File: src/rtl/lsu_agu_pkg.sv
package lsu_agu_pkg;

    typedef enum logic [2:0] {
        K_LDW = 3'd0,
        K_STW = 3'd1,
        K_LDB = 3'd2,
        K_STB = 3'd3,
        K_LDP = 3'd4,
        K_STP = 3'd5
    } acc_kind_e;

    typedef enum logic [1:0] {
        ST_IDLE,
        ST_ACCESS,
        ST_RETURN,
        ST_FAULT
    } agu_state_e;

    typedef enum logic [2:0] {
        MC_REG,
        MC_PUSH,
        MC_IDX,
        MC_ABS,
        MC_POST,
        MC_POP,
        MC_FRAME
    } mode_class_e;

    localparam logic [7:0] MD_PUSH   = 8'h0f;
    localparam logic [7:0] MD_ABS    = 8'h1f;
    localparam logic [7:0] MD_POP    = 8'h2f;
    localparam logic [7:0] MD_FRAME0 = 8'h30;
    localparam logic [3:0] SP_IDX    = 4'd14;

    function automatic mode_class_e classify(input logic [7:0] m);
        if (m < MD_PUSH)        return MC_REG;
        else if (m == MD_PUSH)  return MC_PUSH;
        else if (m < MD_ABS)    return MC_IDX;
        else if (m == MD_ABS)   return MC_ABS;
        else if (m < MD_POP)    return MC_POST;
        else if (m == MD_POP)   return MC_POP;
        else                    return MC_FRAME;
    endfunction

endpackage

File: src/rtl/lsu_ea_calc.sv
module lsu_ea_calc
    import lsu_agu_pkg::*;
#(
    parameter int DATA_W = 16
) (
    input  logic [7:0]        mode,
    input  logic [DATA_W-1:0] base,
    input  logic [DATA_W-1:0] sp,
    input  logic [DATA_W-1:0] imm,
    input  logic              is_prog,
    output logic [DATA_W:0]   ea,
    output logic              wb_need,
    output logic [3:0]        wb_idx,
    output logic [DATA_W-1:0] wb_value
);
    localparam int LANES = DATA_W / 8;
    localparam logic [DATA_W-1:0] STEP = DATA_W'(LANES);

    logic [DATA_W-1:0] ea_data;
    logic [DATA_W-1:0] frame_off;
    logic              wb_raw;

    assign frame_off = DATA_W'(mode - MD_FRAME0);

    always_comb begin
        ea_data  = base;
        wb_raw   = 1'b0;
        wb_idx   = mode[3:0];
        wb_value = base;
        unique case (classify(mode))
            MC_REG: begin
                ea_data = base;
            end
            MC_PUSH: begin
                ea_data  = sp - STEP;
                wb_raw   = 1'b1;
                wb_idx   = SP_IDX;
                wb_value = sp - STEP;
            end
            MC_IDX: begin
                ea_data = base + imm;
            end
            MC_ABS: begin
                ea_data = imm;
            end
            MC_POST: begin
                ea_data  = base;
                wb_raw   = 1'b1;
                wb_value = base + imm;
            end
            MC_POP: begin
                ea_data  = sp;
                wb_raw   = 1'b1;
                wb_idx   = SP_IDX;
                wb_value = sp + STEP;
            end
            MC_FRAME: begin
                ea_data = sp + frame_off;
            end
            default: begin
                ea_data = base;
            end
        endcase
    end

    assign ea      = is_prog ? {base, 1'b0} : {1'b0, ea_data};
    assign wb_need = wb_raw && !is_prog;

endmodule

File: src/rtl/lsu_lane_steer.sv
module lsu_lane_steer #(
    parameter int DATA_W = 16
) (
    input  logic                             is_byte,
    input  logic [((DATA_W/8)>1 ? $clog2(DATA_W/8) : 1)-1:0] sel,
    input  logic [DATA_W-1:0]                src,
    output logic [DATA_W/8-1:0]              be,
    output logic [DATA_W-1:0]                wdata
);
    localparam int LANES = DATA_W / 8;
    localparam int SEL_W = (LANES > 1) ? $clog2(LANES) : 1;

    for (genvar g = 0; g < LANES; g++) begin : g_lane
        assign be[g]          = is_byte ? (sel == SEL_W'(g)) : 1'b1;
        assign wdata[g*8 +: 8] = is_byte ? src[7:0] : src[g*8 +: 8];
    end

endmodule

File: src/rtl/lsu_load_extract.sv
module lsu_load_extract #(
    parameter int DATA_W = 16
) (
    input  logic                             is_byte,
    input  logic [((DATA_W/8)>1 ? $clog2(DATA_W/8) : 1)-1:0] sel,
    input  logic [DATA_W-1:0]                rdata,
    output logic [DATA_W-1:0]                data
);
    localparam int LANES = DATA_W / 8;
    localparam int SEL_W = (LANES > 1) ? $clog2(LANES) : 1;

    logic [7:0] picked;

    always_comb begin
        picked = rdata[7:0];
        for (int i = 0; i < LANES; i++) begin
            if (sel == SEL_W'(i)) picked = rdata[i*8 +: 8];
        end
    end

    assign data = is_byte ? {{(DATA_W-8){1'b0}}, picked} : rdata;

endmodule

File: src/rtl/byte_lsu_agu.sv
module byte_lsu_agu
    import lsu_agu_pkg::*;
#(
    parameter int DATA_W = 16
) (
    input  logic              clk,
    input  logic              rst_n,
    input  logic              req_valid,
    input  logic [2:0]        req_kind,
    input  logic [7:0]        req_mode,
    input  logic [DATA_W-1:0] base_val,
    input  logic [DATA_W-1:0] sp_val,
    input  logic [DATA_W-1:0] imm_val,
    input  logic [DATA_W-1:0] st_data,
    output logic              busy,
    output logic              mem_en,
    output logic              mem_we,
    output logic [DATA_W:0]   mem_addr,
    output logic [DATA_W/8-1:0] mem_be,
    output logic [DATA_W-1:0] mem_wdata,
    input  logic [DATA_W-1:0] mem_rdata,
    output logic              wb_en,
    output logic [3:0]        wb_reg,
    output logic [DATA_W-1:0] wb_val,
    output logic              fault,
    output logic              ld_valid,
    output logic [DATA_W-1:0] ld_data
);
    localparam int LANES = DATA_W / 8;
    localparam int SEL_W = (LANES > 1) ? $clog2(LANES) : 1;

    agu_state_e state, nxt;
    acc_kind_e  kind;

    logic              is_prog, is_byte, is_store, is_word_data, misalign, take;
    logic [DATA_W:0]   ea;
    logic              wb_need;
    logic [3:0]        wb_idx;
    logic [DATA_W-1:0] wb_value;
    logic [LANES-1:0]  lane_be;
    logic [DATA_W-1:0] lane_wdata;

    logic              cap_store, cap_byte, cap_wb;
    logic [DATA_W:0]   cap_addr;
    logic [LANES-1:0]  cap_be;
    logic [DATA_W-1:0] cap_wdata;
    logic [3:0]        cap_wb_idx;
    logic [DATA_W-1:0] cap_wb_val;

    assign kind         = acc_kind_e'(req_kind);
    assign is_prog      = (kind == K_LDP) || (kind == K_STP);
    assign is_byte      = (kind == K_LDB) || (kind == K_STB);
    assign is_store     = (kind == K_STW) || (kind == K_STB) || (kind == K_STP);
    assign is_word_data = (kind == K_LDW) || (kind == K_STW);
    assign misalign     = is_word_data && (ea[SEL_W-1:0] != '0);
    assign take         = (state == ST_IDLE) && req_valid;

    lsu_ea_calc #(.DATA_W(DATA_W)) i_ea (
        .mode     (req_mode),
        .base     (base_val),
        .sp       (sp_val),
        .imm      (imm_val),
        .is_prog  (is_prog),
        .ea       (ea),
        .wb_need  (wb_need),
        .wb_idx   (wb_idx),
        .wb_value (wb_value)
    );

    lsu_lane_steer #(.DATA_W(DATA_W)) i_steer (
        .is_byte (is_byte),
        .sel     (ea[SEL_W-1:0]),
        .src     (st_data),
        .be      (lane_be),
        .wdata   (lane_wdata)
    );

    lsu_load_extract #(.DATA_W(DATA_W)) i_extract (
        .is_byte (cap_byte),
        .sel     (cap_addr[SEL_W-1:0]),
        .rdata   (mem_rdata),
        .data    (ld_data)
    );

    // State register
    always_ff @(posedge clk or negedge rst_n) begin
        if (!rst_n) state <= ST_IDLE;
        else        state <= nxt;
    end

    // Next-state decision
    always_comb begin
        nxt = state;
        unique case (state)
            ST_IDLE:   if (req_valid) nxt = misalign ? ST_FAULT : ST_ACCESS;
            ST_ACCESS: nxt = cap_store ? ST_IDLE : ST_RETURN;
            ST_RETURN: nxt = ST_IDLE;
            ST_FAULT:  nxt = ST_IDLE;
            default:   nxt = ST_IDLE;
        endcase
    end

    // Request capture on acceptance
    always_ff @(posedge clk or negedge rst_n) begin
        if (!rst_n) begin
            cap_store  <= 1'b0;
            cap_byte   <= 1'b0;
            cap_wb     <= 1'b0;
            cap_addr   <= '0;
            cap_be     <= '0;
            cap_wdata  <= '0;
            cap_wb_idx <= '0;
            cap_wb_val <= '0;
        end else if (take) begin
            cap_store  <= is_store;
            cap_byte   <= is_byte;
            cap_wb     <= wb_need;
            cap_addr   <= ea;
            cap_be     <= lane_be;
            cap_wdata  <= lane_wdata;
            cap_wb_idx <= wb_idx;
            cap_wb_val <= wb_value;
        end
    end

    // State-decoded outputs
    always_comb begin
        busy     = 1'b1;
        mem_en   = 1'b0;
        mem_we   = 1'b0;
        wb_en    = 1'b0;
        fault    = 1'b0;
        ld_valid = 1'b0;
        unique case (state)
            ST_IDLE: busy = 1'b0;
            ST_ACCESS: begin
                mem_en = 1'b1;
                mem_we = cap_store;
                wb_en  = cap_wb;
            end
            ST_RETURN: ld_valid = 1'b1;
            ST_FAULT:  fault = 1'b1;
            default:   busy = 1'b1;
        endcase
    end

    assign mem_addr  = cap_addr;
    assign mem_be    = cap_be;
    assign mem_wdata = cap_wdata;
    assign wb_reg    = cap_wb_idx;
    assign wb_val    = cap_wb_val;

endmodule

File: config.mk
export PLATFORM = sky130hd
export DESIGN_NAME = byte_lsu_agu
export DESIGN_NICKNAME = d
export VERILOG_FILES = /design/src/rtl/lsu_agu_pkg.sv /design/src/rtl/lsu_ea_calc.sv /design/src/rtl/lsu_lane_steer.sv /design/src/rtl/lsu_load_extract.sv /design/src/rtl/byte_lsu_agu.sv
export SDC_FILE = /design/constraint.sdc
export NUM_CORES = 1
export LEC_CHECK = 0
export ABC_AREA = 1
export BUFFER_PORTS_ARGS = -buffer_cell sky130_fd_sc_hd__buf_4
export CORE_MARGIN = 5
export CORE_UTILIZATION = 42
export CTS_CLUSTER_DIAMETER = 120
export DETAILED_ROUTE_END_ITERATION = 16
export PLACE_DENSITY_LB_ADDON = 0.15
export SETUP_SLACK_MARGIN = 0.4
export SLEW_MARGIN = 0
export SYNTH_ARGS = -nofsm -noshare
export SYNTH_HDL_FRONTEND = slang
export SYNTH_SLANG_ARGS = --single-unit
File: constraint.sdc
create_clock -name clk -period 2 [get_ports clk]
set_input_delay 0.4 -clock clk [delete_from_list [all_inputs] [get_ports clk]]
set_output_delay 0.4 -clock clk [all_outputs]
set_load 0.01 [all_outputs]
==> impl_results.md, run 1 <==
- Outcome: complete, no violations
- Die ar.: 17900 um2
- Via density per instance: 5.21
- Pre-CTS setup slack: -0.323 ns
- Worst vdd ir: 0.623 mV
- I/O Buffers: 170
- Antenna Nets Post-Route: 0
- Most common cell after layout, fill and taps aside: nand2_1
- Fmax: 526 MHz
- Max FO, Critical Path: 7
- Fillers: 1315
- Yosys warns: 0
- Netlist cell types: 46
- Final period util: 0.950
- CTS tree: built
- Clock skew: 0.00937 ns
- Top Ports: 171
- Area of the core: 15100 um2
- Drt pass-1 iters: 5
- GRT Total Usage: 0.278
- Crit. End Element: register
- Fin nets: 1492
- Period minus WS final: 1.90 ns
- Sequential element share of the synthesized area: 0.233
- Sink Count: 60
- Clk root buf: clkbuf_16
- Fin worst setup slack: 0.0990 ns
- # DRC: 0
- Largest net degree at the start of global routing: 60
- Net Count, Synth: 1192
- Initial antenna violation count: 0
- Crit Path Category: in2reg
- Post-synth EDFFs: 0
- HP Class: in2async
- First-pass GRT wire length: 40300 um
- Leakage: 5.41 nW
- Share of layout cells above drive strength 1: 0.390
- RSZ-0062 raised after global routing: yes
- Most frequent cells in the layout: nand2_1, buf_4, inv_1
- Final Setup Violations: 0
- Crit path DAT: 2.16 ns
- Flops & latches, synth: 60
- Post-Syn Area: 6450 um2
- Clock tree buffer depth: 2
- Rows: 45
- Post-Syn Area per Cell: 6.09 um2
- Worst slew pin tran: 0.431 ns
- CTS HTree Levels: 3
- Largest register FFs: 17
- Total wire length: 25700 um
- Synthesized instance count: 1060
- Top FF cell, synth: dfrtp_1
- Area growth, synth to finish: 62.2%
- Worst path required time: 2.26 ns
- Post-DP HPWL: 19600 um
- Clock latency on the worst-skew pair: 0.33 ns
- Number of global-route vias before repair: 7988
- Die Wd: 134 um
- Final GP Congestion: 0.921
- Relative slew slack: 0.712
- Initial DRC count: 665
- Max cap viols: 0
- Clock transition at path regs: 0.06 ns
- Die height: 134 um
- CP startpoint kind: input pin
- Pwr Density: 879 nW/um2
- Pwr Total: 9.20 mW
- Fin. Hold Viols: 0
- Hold-fix buffers, CTS: 0
- Pins over their slew limit: 0
- DR WL/cell: 16.5 um
- GR Overflow Total: 0
- Async SR Flop Fraction: 1.00
- Number of antenna repair diodes: 0
- Initial Util: 0.426
- Num CTS Buffers: 9
- Routed via count: 8093
critical path, stage by stage:
cell	delay [ns]
buf_8	0.11
ha_4	0.18
nor2_4	0.13
buf_6	0.14
buf_16	0.12
inv_2	0.05
nand2_4	0.09
nand3_2	0.12
nor2_4	0.28
buf_6	0.15
buf_6	0.08
nand2_1	0.06
o21ai_2	0.07
nor3_2	0.06
nor2_1	0.12
routing by layer:
layer | wire (um) | vias to the layer above | GRT usage
met2 | 11900 | 324 | 0.468
met5 | 0 | - | 0
li1 | - | 4028 | -
met4 | 906 | 0 | 0.0966
met1 | 10900 | 3677 | 0.361
met3 | 1930 | 64 | 0.0480
Yosys cell counts (3+ instances only):
library cell  number  area, um2
a21oi_1           51        255
buf_2             12       60.1
buf_4              3       22.5
buf_6              3       33.8
clkbuf_1          13       48.8
dfrtp_1           60       1500
ha_1              36        450
inv_1            115        432
inv_2             11       41.3
nand2_1          340       1280
nand2_2            5       31.3
nand2_4            3       33.8
nand3_1           99        495
nand3_4            3       52.6
nand3b_1          11       82.6
nand4_1           13       81.3
nor2_1           109        409
nor2_2             6       37.5
nor2_4             4       45.0
nor2_8             3       60.1
nor3_1            13       65.1
o21ai_0           80        400
o21ai_1           17       85.1
o21ai_2            4       35.0
xnor2_1            5       43.8
xor2_1            14        123
power breakdown:
group / internal (mW) / switching, mW
Clock: 1.03 / 0.560
Sequential: 1.84 / 0.391
Combinational: 2.38 / 3.00
Total: 5.24 / 3.96
metrics by stage:
step                      instances  cell area (um2)  hold WS (ns)  utilization  setup TNS [ns]
after CTS                      1543             9980        0.0139        0.659               0
after floorplan                1060             6700         0.104            -         -0.0170
after detailed placement       1506             9000         0.365        0.594           -6.15
after global routing           1553            10500        0.0303        0.691               0
final                          1553            10500       0.00211        0.691               0
after global placement         1506             9000         0.365        0.594           -5.20
area by class of cell:
cell class,count,area (um2),area share
multi-input combinational,841,5190,0.497
timing repair buffer,317,2690,0.257
sequential,60,1500,0.144
inverter,128,517,0.0494
clock buffer,12,256,0.0245
tap,188,235,0.0225
clock inverter,4,47.5,0.00454
timing repair inverter,3,22.5,0.00215
cells by family after synthesis:
group                      share of synthesized area
AOI/OAI and AO/OA                              0.131
and+or+nand+nor                                0.431
buffers and inverters                          0.103
xor gates and xnor gates                      0.0258
adders and majority gates                     0.0760
DFF                                            0.233
final timing paths:
path                       depth (start not counted)          from      endpoint  slack, ns
setup / recovery                                  15   req_mode[4]     wb_val[2]        0.1
hold / removal                                     1         rst_n  mem_addr[10]      0.002
setup reg to reg                                   8      state[1]  mem_addr[11]       0.33
max in group asynchronous                          2         rst_n   mem_addr[0]       1.41
min in group clk                                   3    st_data[3]  mem_wdata[3]       0.29
hold reg to reg                                    2  mem_wdata[3]  mem_wdata[3]       0.47
what timing repair did:
action                                  4_1_cts  5_1_grt
buffers inserted                             13       10
endpoints found under the setup margin       66       75
pin swaps                                    47       55
gates cloned                                  8        0
resized for setup                           105      102
No activity file was read; power rests on OpenSTA's default activity.
==> run 2, diff against run 1 <==
--- a/config.mk
+++ b/config.mk
@@ -5,12 +5,12 @@
 export SDC_FILE = /design/constraint.sdc
 export NUM_CORES = 1
 export LEC_CHECK = 0
-export ABC_AREA = 1
 export BUFFER_PORTS_ARGS = -buffer_cell sky130_fd_sc_hd__buf_4
 export CORE_MARGIN = 5
 export CORE_UTILIZATION = 42
 export CTS_CLUSTER_DIAMETER = 120
 export DETAILED_ROUTE_END_ITERATION = 16
+export GPL_TIMING_DRIVEN = 0
 export PLACE_DENSITY_LB_ADDON = 0.15
 export SETUP_SLACK_MARGIN = 0.4
 export SLEW_MARGIN = 0
==> run 2 against run 1 <==
  * Cell count fell by 23%
  * Non-clock buffer count did not move
  * The flow now finishes with violations (negative setup slack)
  * Fmax fell by 22%
  * Critical path type unchanged
  * Highest routed layer unchanged
  * Worst setup slack got worse by 0.54 ns
  * Register-to-register slack got worse by 0.44 ns
  * Critical path depth fell by 4
  * Sequential share of layout area rose by 0.76 points
  * Global-route usage rose by 1.7 points
  * Largest cell class unchanged
==> impl_results.md, run 2 <==
- Crit. End Element: register
- Clock skew: 0.00656 ns (-0.00281 ns)
- Most frequent cells in the layout: buf_4, nand2_1, dfrtp_1
- Synthesized instance count: 730 (-31%)
- Routed via count: 7278 (-10%)
- Fin nets: 1143 (-23%)
- Total wire length: 26000 um (+1.1%)
- Pwr Total: 7.71 mW (-16%)
- Failing checks: negative setup slack
- Largest net degree at the start of global routing: 61 (+1.7%)
- Most frequent cells after synthesis: nand2_1, o21ai_0, nor2_1
- Synth top area share: 0.266 (+0.0329)
- First-pass GRT wire length: 37900 um (-6.0%)
- Async SR Flop Fraction: 1.00 (unchanged)
- Max FO, Critical Path: 4 (-3)
- Minimum hold slack: 0.145 ns (+0.142 ns)
- Number of antenna repair diodes: 0 (unchanged)
- Fin worst setup slack: -0.445 ns (-0.544 ns)
- Pins over their slew limit: 0 (unchanged)
- Fmax: 409 MHz (-22%)
- Post-DP HPWL: 17100 um (-13%)
- Initial Util: 0.427 (+0.000837)
- Clock latency on the worst-skew pair: 0.33 ns (about the same)
- HP Class: in2async
- Dominant cells by area after synthesis: dfrtp_1, ha_1, nand2_1
- Relative slew slack: 0.475 (-0.237)
- Largest register FFs: 17 (unchanged)
- CP startpoint kind: input pin
- Worst path slowest cell: a222oi_1
- Drt pass-1 iters: 6 (+1)
- Worst R2R Start: state[1]
- Clock transition at path regs: 0.05 ns (about the same)
- Final Setup Violations: 33 (+33)
- Final period util: 1.22 (+0.272)
- RSZ-0062 raised after global routing: yes
- I/O Buffers: 170 (unchanged)
- End of the worst register-to-register path: mem_addr[13]
- Initial DRC count: 948 (+43%)
- Crit Path Category: in2reg
- Num CTS Buffers: 9 (unchanged)
- Yosys warns: 0 (unchanged)
- Die height: 126 um (-5.9%)
- Area of the core: 13200 um2 (-13%)
- Crit path buffers/inverters: 5 (-1)
- Flops & latches, synth: 60 (unchanged)
- Via density per instance: 6.11 (+17%)
- Fin util: 0.751 (+0.0598)
- Clk root buf: clkbuf_16
- DR WL/cell: 21.8 um (+32%)
- Top Ports: 171 (unchanged)
- Net Count, Synth: 862 (-28%)
- Sequential element share of the synthesized area: 0.266 (+0.0329)
- Worst path required time: 2.18 ns (-0.08 ns)
- Setup TNS: -9.19 ns (-9.19 ns)
- Post-synth EDFFs: 0 (unchanged)
- CTS HTree Levels: 3 (unchanged)
- Worst vdd ir: 0.478 mV (-23%)
- Sink Count: 60 (unchanged)
- Hold-fix buffers, CTS: 0 (unchanged)
- Max cap viols: 0 (unchanged)
- Most common cell after layout, fill and taps aside: buf_4
- Largest area contributor in the netlist: dfrtp_1
- Top FF cell, synth: dfrtp_1
- CTS tree: built
- Netlist cell types: 61 (+33%)
- Initial antenna violation count: 0 (unchanged)
- Post-Syn Area: 5650 um2 (-12%)
- Antenna Nets Post-Route: 0 (unchanged)
- CP Cell Sequence: buf_8 -> clkbuf_16 -> inv_8 -> ha_4 -> clkbuf_16 -> or3_4 -> nor3_4 -> nor2_4 -> buf_8 -> a222oi_1 -> o21ai_1
- Pwr Density: 775 nW/um2 (-12%)
- Crit path DAT: 2.63 ns (+0.47 ns)
- Leakage: 4.43 nW (-18%)
- Area growth, synth to finish: 75.9%
- Share of layout cells above drive strength 1: 0.485 (+0.0948)
- Period minus WS final: 2.44 ns (+0.544 ns)
- Die ar.: 15900 um2 (-11%)
- Number of global-route vias before repair: 7019 (-12%)
- DP Area: 7530 um2 (-16%)
- GR Overflow Total: 0 (unchanged)
- # DRC: 0 (unchanged)
- Fin. Hold Viols: 0 (unchanged)
- Post-Syn Area per Cell: 7.74 um2 (+27%)
- Outcome: finished with violations
- Die Wd: 126 um (-5.9%)
- R2R depth: 9 (+1)
- Max stage delay on crit path: 0.64 ns (+0.36 ns)
- R2R Setup Slk: -0.11 ns (-0.44 ns)
- Rows: 42 (-6.7%)
- Family with the most delay on the worst path: compound AO/OA/AOI/OAI gates
- Top-count cell post-synth: nand2_1
- Worst slew pin tran: 0.787 ns (+0.356 ns)
- Clock tree buffer depth: 2 (unchanged)
- Final GP Congestion: 0.940 (+2.1%)
- Final instance area: 9940 um2 (-5.0%)
- GRT Total Usage: 0.295 (+0.0167)
-- run 2: cell types whose count changed after synthesis, moves of 15 or more --
cell      previous run  this run
nor3_1              13        32
o21ai_1             17         1
nand2_1            340        97
nor2b_1              0        15
nand3_1             99        20
xnor2_1              5        26
o21ai_0             80        64
inv_1              115        16
nor2_1             109        62
clkbuf_1            13        34
-- run 2: per-stage QoR --
step / setup WS [ns] / std cells
detailed placement: -1.13 / 1076
global placement: -1.13 / 1076
finish: -0.445 / 1192
global route: -0.467 / 1192
CTS: -0.353 / 1165
floorplan: -0.423 / 730
-- run 2: final cells by class --
class / instances / area [um2]
Tap cell: 176 / 220
Clock buffer: 11 / 243
Buffer: 47 / 453
Inverter: 16 / 70.1
Timing Repair Buffer: 270 / 2370
Fill cell: 936 / 3300
Multi-Input combinational cell: 607 / 5050
Sequential cell: 60 / 1500
Clock inverter: 5 / 36.3
-- run 2: kinds of logic (layout without fill, tap and decap cells) --
family          count (synthesis)  in the layout  share of synthesized area
flops                          60             60                      0.266
buf+inv                        63            349                     0.0472
compound gates                230            230                      0.269
fa+ha+maj                      38             38                     0.0868
simple gates                  280            280                      0.234
xor+xnor                       42             42                     0.0651
mux                            17             17                     0.0319
-- run 2: where the power goes --
group          leakage, nW  internal, mW  switching (mW)  total [mW]
Clock                0.128         0.874           0.594        1.47
Combinational         3.58          2.08            2.12        4.21
Sequential           0.724          1.71           0.329        2.03
Total                 4.43          4.66            3.05        7.71
-- run 2: worst max path at each step --
stage                      from    endpoint  slack (ns)  cells after the start
global placement    base_val[0]  wb_val[12]       -1.13                     11
floorplan             sp_val[7]  wb_val[15]       -0.42                      9
finish              req_mode[5]   wb_val[6]       -0.44                     11
CTS                 base_val[8]  wb_val[15]       -0.35                     11
global route         imm_val[0]  wb_val[12]       -0.47                     11
detailed placement  base_val[0]  wb_val[12]       -1.13                     11
-- run 2: metal layers --
| metal | routed length (um) | part of all wire | global-route usage | up-vias |
|---|---|---|---|---|
| met1 | 10100 | 0.39 | 0.374 | 3431 |
| li1 | - | - | - | 3263 |
| met4 | 1120 | 0.043 | 0.117 | 0 |
| met3 | 2360 | 0.091 | 0.0559 | 100 |
| met5 | 0 | 0 | 0 | - |
| met2 | 12400 | 0.48 | 0.496 | 484 |
-- run 2: what timing repair did --
action,CTS,global route
resized for setup,226,100
pin swaps,77,66
buffers inserted,71,25
gates cloned,2,2
endpoints found under the setup margin,78,76
==> run 3, diff against run 2 <==
--- a/config.mk
+++ b/config.mk
@@ -11,8 +11,9 @@
 export CTS_CLUSTER_DIAMETER = 120
 export DETAILED_ROUTE_END_ITERATION = 16
 export GPL_TIMING_DRIVEN = 0
-export PLACE_DENSITY_LB_ADDON = 0.15
+export PLACE_DENSITY = 0.67
 export SETUP_SLACK_MARGIN = 0.4
+export SKIP_LAST_GASP = 1
 export SLEW_MARGIN = 0
 export SYNTH_ARGS = -nofsm -noshare
 export SYNTH_HDL_FRONTEND = slang
==> run 3 against run 2 <==
  * The flow still finishes with violations (negative setup slack)
  * Cell count fell by 0.42%
  * Global-route usage rose by 2.4 points
  * Clock skew rose by 0.0018 ns
  * Flip-flop and latch count did not move
  * Via count fell by 0.58%
  * Fmax fell by 2.8%
  * Sequential power barely moved
  * Critical path depth fell by 1
  * Count of clock-buffer cells in the layout fell by 2
  * Die area did not move
  * Worst hold slack got worse by 0.0070 ns
  * Largest power group unchanged
  * Highest routed layer unchanged
==> impl_results.md, run 3 (synthesis gave the netlist of run 2 again) <==
- Largest net degree at the start of global routing: 61 (unchanged)
- GR Overflow Total: 0 (unchanged)
- Clock latency on the worst-skew pair: 0.33 ns (about the same)
- DR WL/cell: 22.9 um (+5.3%)
- Worst R2R Start: state[1]
- Final Setup Violations: 31 (-6.1%)
- Setup TNS: -9.70 ns (-0.513 ns)
- Number of antenna repair diodes: 0 (unchanged)
- Leakage: 4.41 nW (-0.38%)
- Non-filler cells, final: 1187 (-0.42%)
- Initial antenna violation count: 0 (unchanged)
- Outcome: finished with violations
- Period minus WS final: 2.52 ns (+0.0713 ns)
- Initial Util: 0.427 (unchanged)
- Final period util: 1.26 (+0.0356)
- CP startpoint kind: input pin
- Minimum hold slack: 0.138 ns (-0.00704 ns)
- Crit Path Category: in2reg
- Area growth, synth to finish: 74.2%
- Area of the core: 13200 um2 (unchanged)
- Initial DRC count: 638 (-33%)
- First-pass GRT wire length: 40100 um (+5.8%)
- Worst path required time: 2.19 ns (about the same)
- Worst slew pin tran: 0.774 ns (-0.0132 ns)
- Worst vdd ir: 0.466 mV (-2.4%)
- End of the worst register-to-register path: mem_addr[13]
- Fin worst setup slack: -0.516 ns (-0.0713 ns)
- Fin. Hold Viols: 0 (unchanged)
- Max FO, Critical Path: 3 (-1)
- Clock skew: 0.00834 ns (+0.00178 ns)
- Share of layout cells above drive strength 1: 0.483 (-0.00255)
- Crit path buffers/inverters: 1 (-4)
- DP Area: 7530 um2 (unchanged)
- Num CTS Buffers: 9 (unchanged)
- Clock transition at path regs: 0.05 ns (about the same)
- Post-DP HPWL: 19300 um (+13%)
- Dpl cells: 1076 (unchanged)
- Fmax: 397 MHz (-2.8%)
- Number of global-route vias before repair: 7093 (+1.1%)
- Top Ports: 171 (unchanged)
- Family with the most delay on the worst path: compound AO/OA/AOI/OAI gates
- Antenna Nets Post-Route: 0 (unchanged)
- CP Cell Sequence: buf_8 -> ha_4 -> fa_2 -> a21oi_2 -> o22ai_2 -> o21ai_2 -> o211ai_1 -> xnor2_1 -> a222oi_1 -> o21ai_1
- Failing checks: negative setup slack
- Final GP Congestion: 0.944 (+0.44%)
- Final instance area: 9850 um2 (-0.94%)
- RSZ-0062 raised after global routing: yes
- I/O Buffers: 170 (unchanged)
- R2R depth: 8 (-1)
- Crit. End Element: register
- Die Wd: 126 um (unchanged)
- Via density per instance: 6.10 (-0.16%)
- Sink Count: 60 (unchanged)
- Largest register FFs: 17 (unchanged)
- HP Class: in2async
- Fin nets: 1138 (-0.44%)
- Rows: 42 (unchanged)
- Routed via count: 7236 (-0.58%)
- Pwr Density: 783 nW/um2 (+1.0%)
- Die height: 126 um (unchanged)
- Pins over their slew limit: 0 (unchanged)
- GRT Total Usage: 0.319 (+0.0238)
- R2R Setup Slk: -0.23 ns (-0.12 ns)
- Clk root buf: clkbuf_16
- Pwr Total: 7.71 mW (about the same)
- CP startpoint: imm_val[0]
- Most common cell after layout, fill and taps aside: buf_4
- # DRC: 0 (unchanged)
- Crit path DAT: 2.70 ns (+0.07 ns)
- Max cap viols: 0 (unchanged)
- Total wire length: 27200 um (+4.9%)
- Drt pass-1 iters: 6 (unchanged)
- Relative slew slack: 0.484 (+0.00879)
- Worst path slowest cell: a222oi_1
- Max stage delay on crit path: 0.50 ns (-0.14 ns)
- CTS tree: built
- CTS HTree Levels: 3 (unchanged)
- Clock tree buffer depth: 2 (unchanged)
- Die ar.: 15900 um2 (unchanged)
- Most frequent cells in the layout: buf_4, nand2_1, dfrtp_1
==> run 3: cell count changes in the layout (fill, tap and decap cells not counted), sizes merged <==
| cell | previous run | this run |
|---|---|---|
| clkinv | 1 | 6 |
| bufinv | 0 | 1 |
| inv | 17 | 16 |
| buf | 288 | 280 |
| clkinvlp | 3 | 0 |
| clkbuf | 40 | 41 |
==> run 3: how the worst max path moves through the flow <==
stage	slack, ns	cells after the start	end
after floorplan	-0.42	9	wb_val[15]
after global placement	-1.31	11	wb_val[12]
after detailed placement	-1.30	11	wb_val[12]
after CTS	-0.45	12	mem_addr[13]
after global routing	-0.60	12	mem_addr[13]
final	-0.52	10	wb_val[10]
==> run 3: metrics by stage <==
step / setup WS, ns / utilization
after floorplan: -0.423 / -
after global placement: -1.31 / 0.569
after detailed placement: -1.30 / 0.569
after CTS: -0.446 / 0.704
after global routing: -0.604 / 0.743
final: -0.516 / 0.743
==> run 3: layout make-up <==
cell class	count	area [um2]
sequential	60	1500
clock buffer	9	225
tap	176	220
multi-input combinational	607	5060
fill	973	3400
inverter	16	72.6
clock inverter	7	75.1
timing repair buffer	265	2240
buffer	47	450
==> run 3: routing by layer <==
metal	wire length, um	track usage	up-vias
met1	10300	0.396	3493
met4	609	0.0972	0
met5	0	0	-
met2	13500	0.555	424
met3	2790	0.0677	51
li1	-	-	3268
==> run 3: timing repair <==
item / CTS / global route
resized for setup: 214 / 87
hold endpoints to repair: 0 / 0
pin swaps: 94 / 70
hold buffers: 0 / 0
cloned: 1 / 1
endpoints found under the setup margin: 78 / 77
setup buffers: 72 / 21
==> run 3: power by group <==
part	switching (mW)	total [mW]	internal, mW
registers	0.348	2.05	1.71
logic	2.12	4.11	1.99
clock network	0.582	1.55	0.969
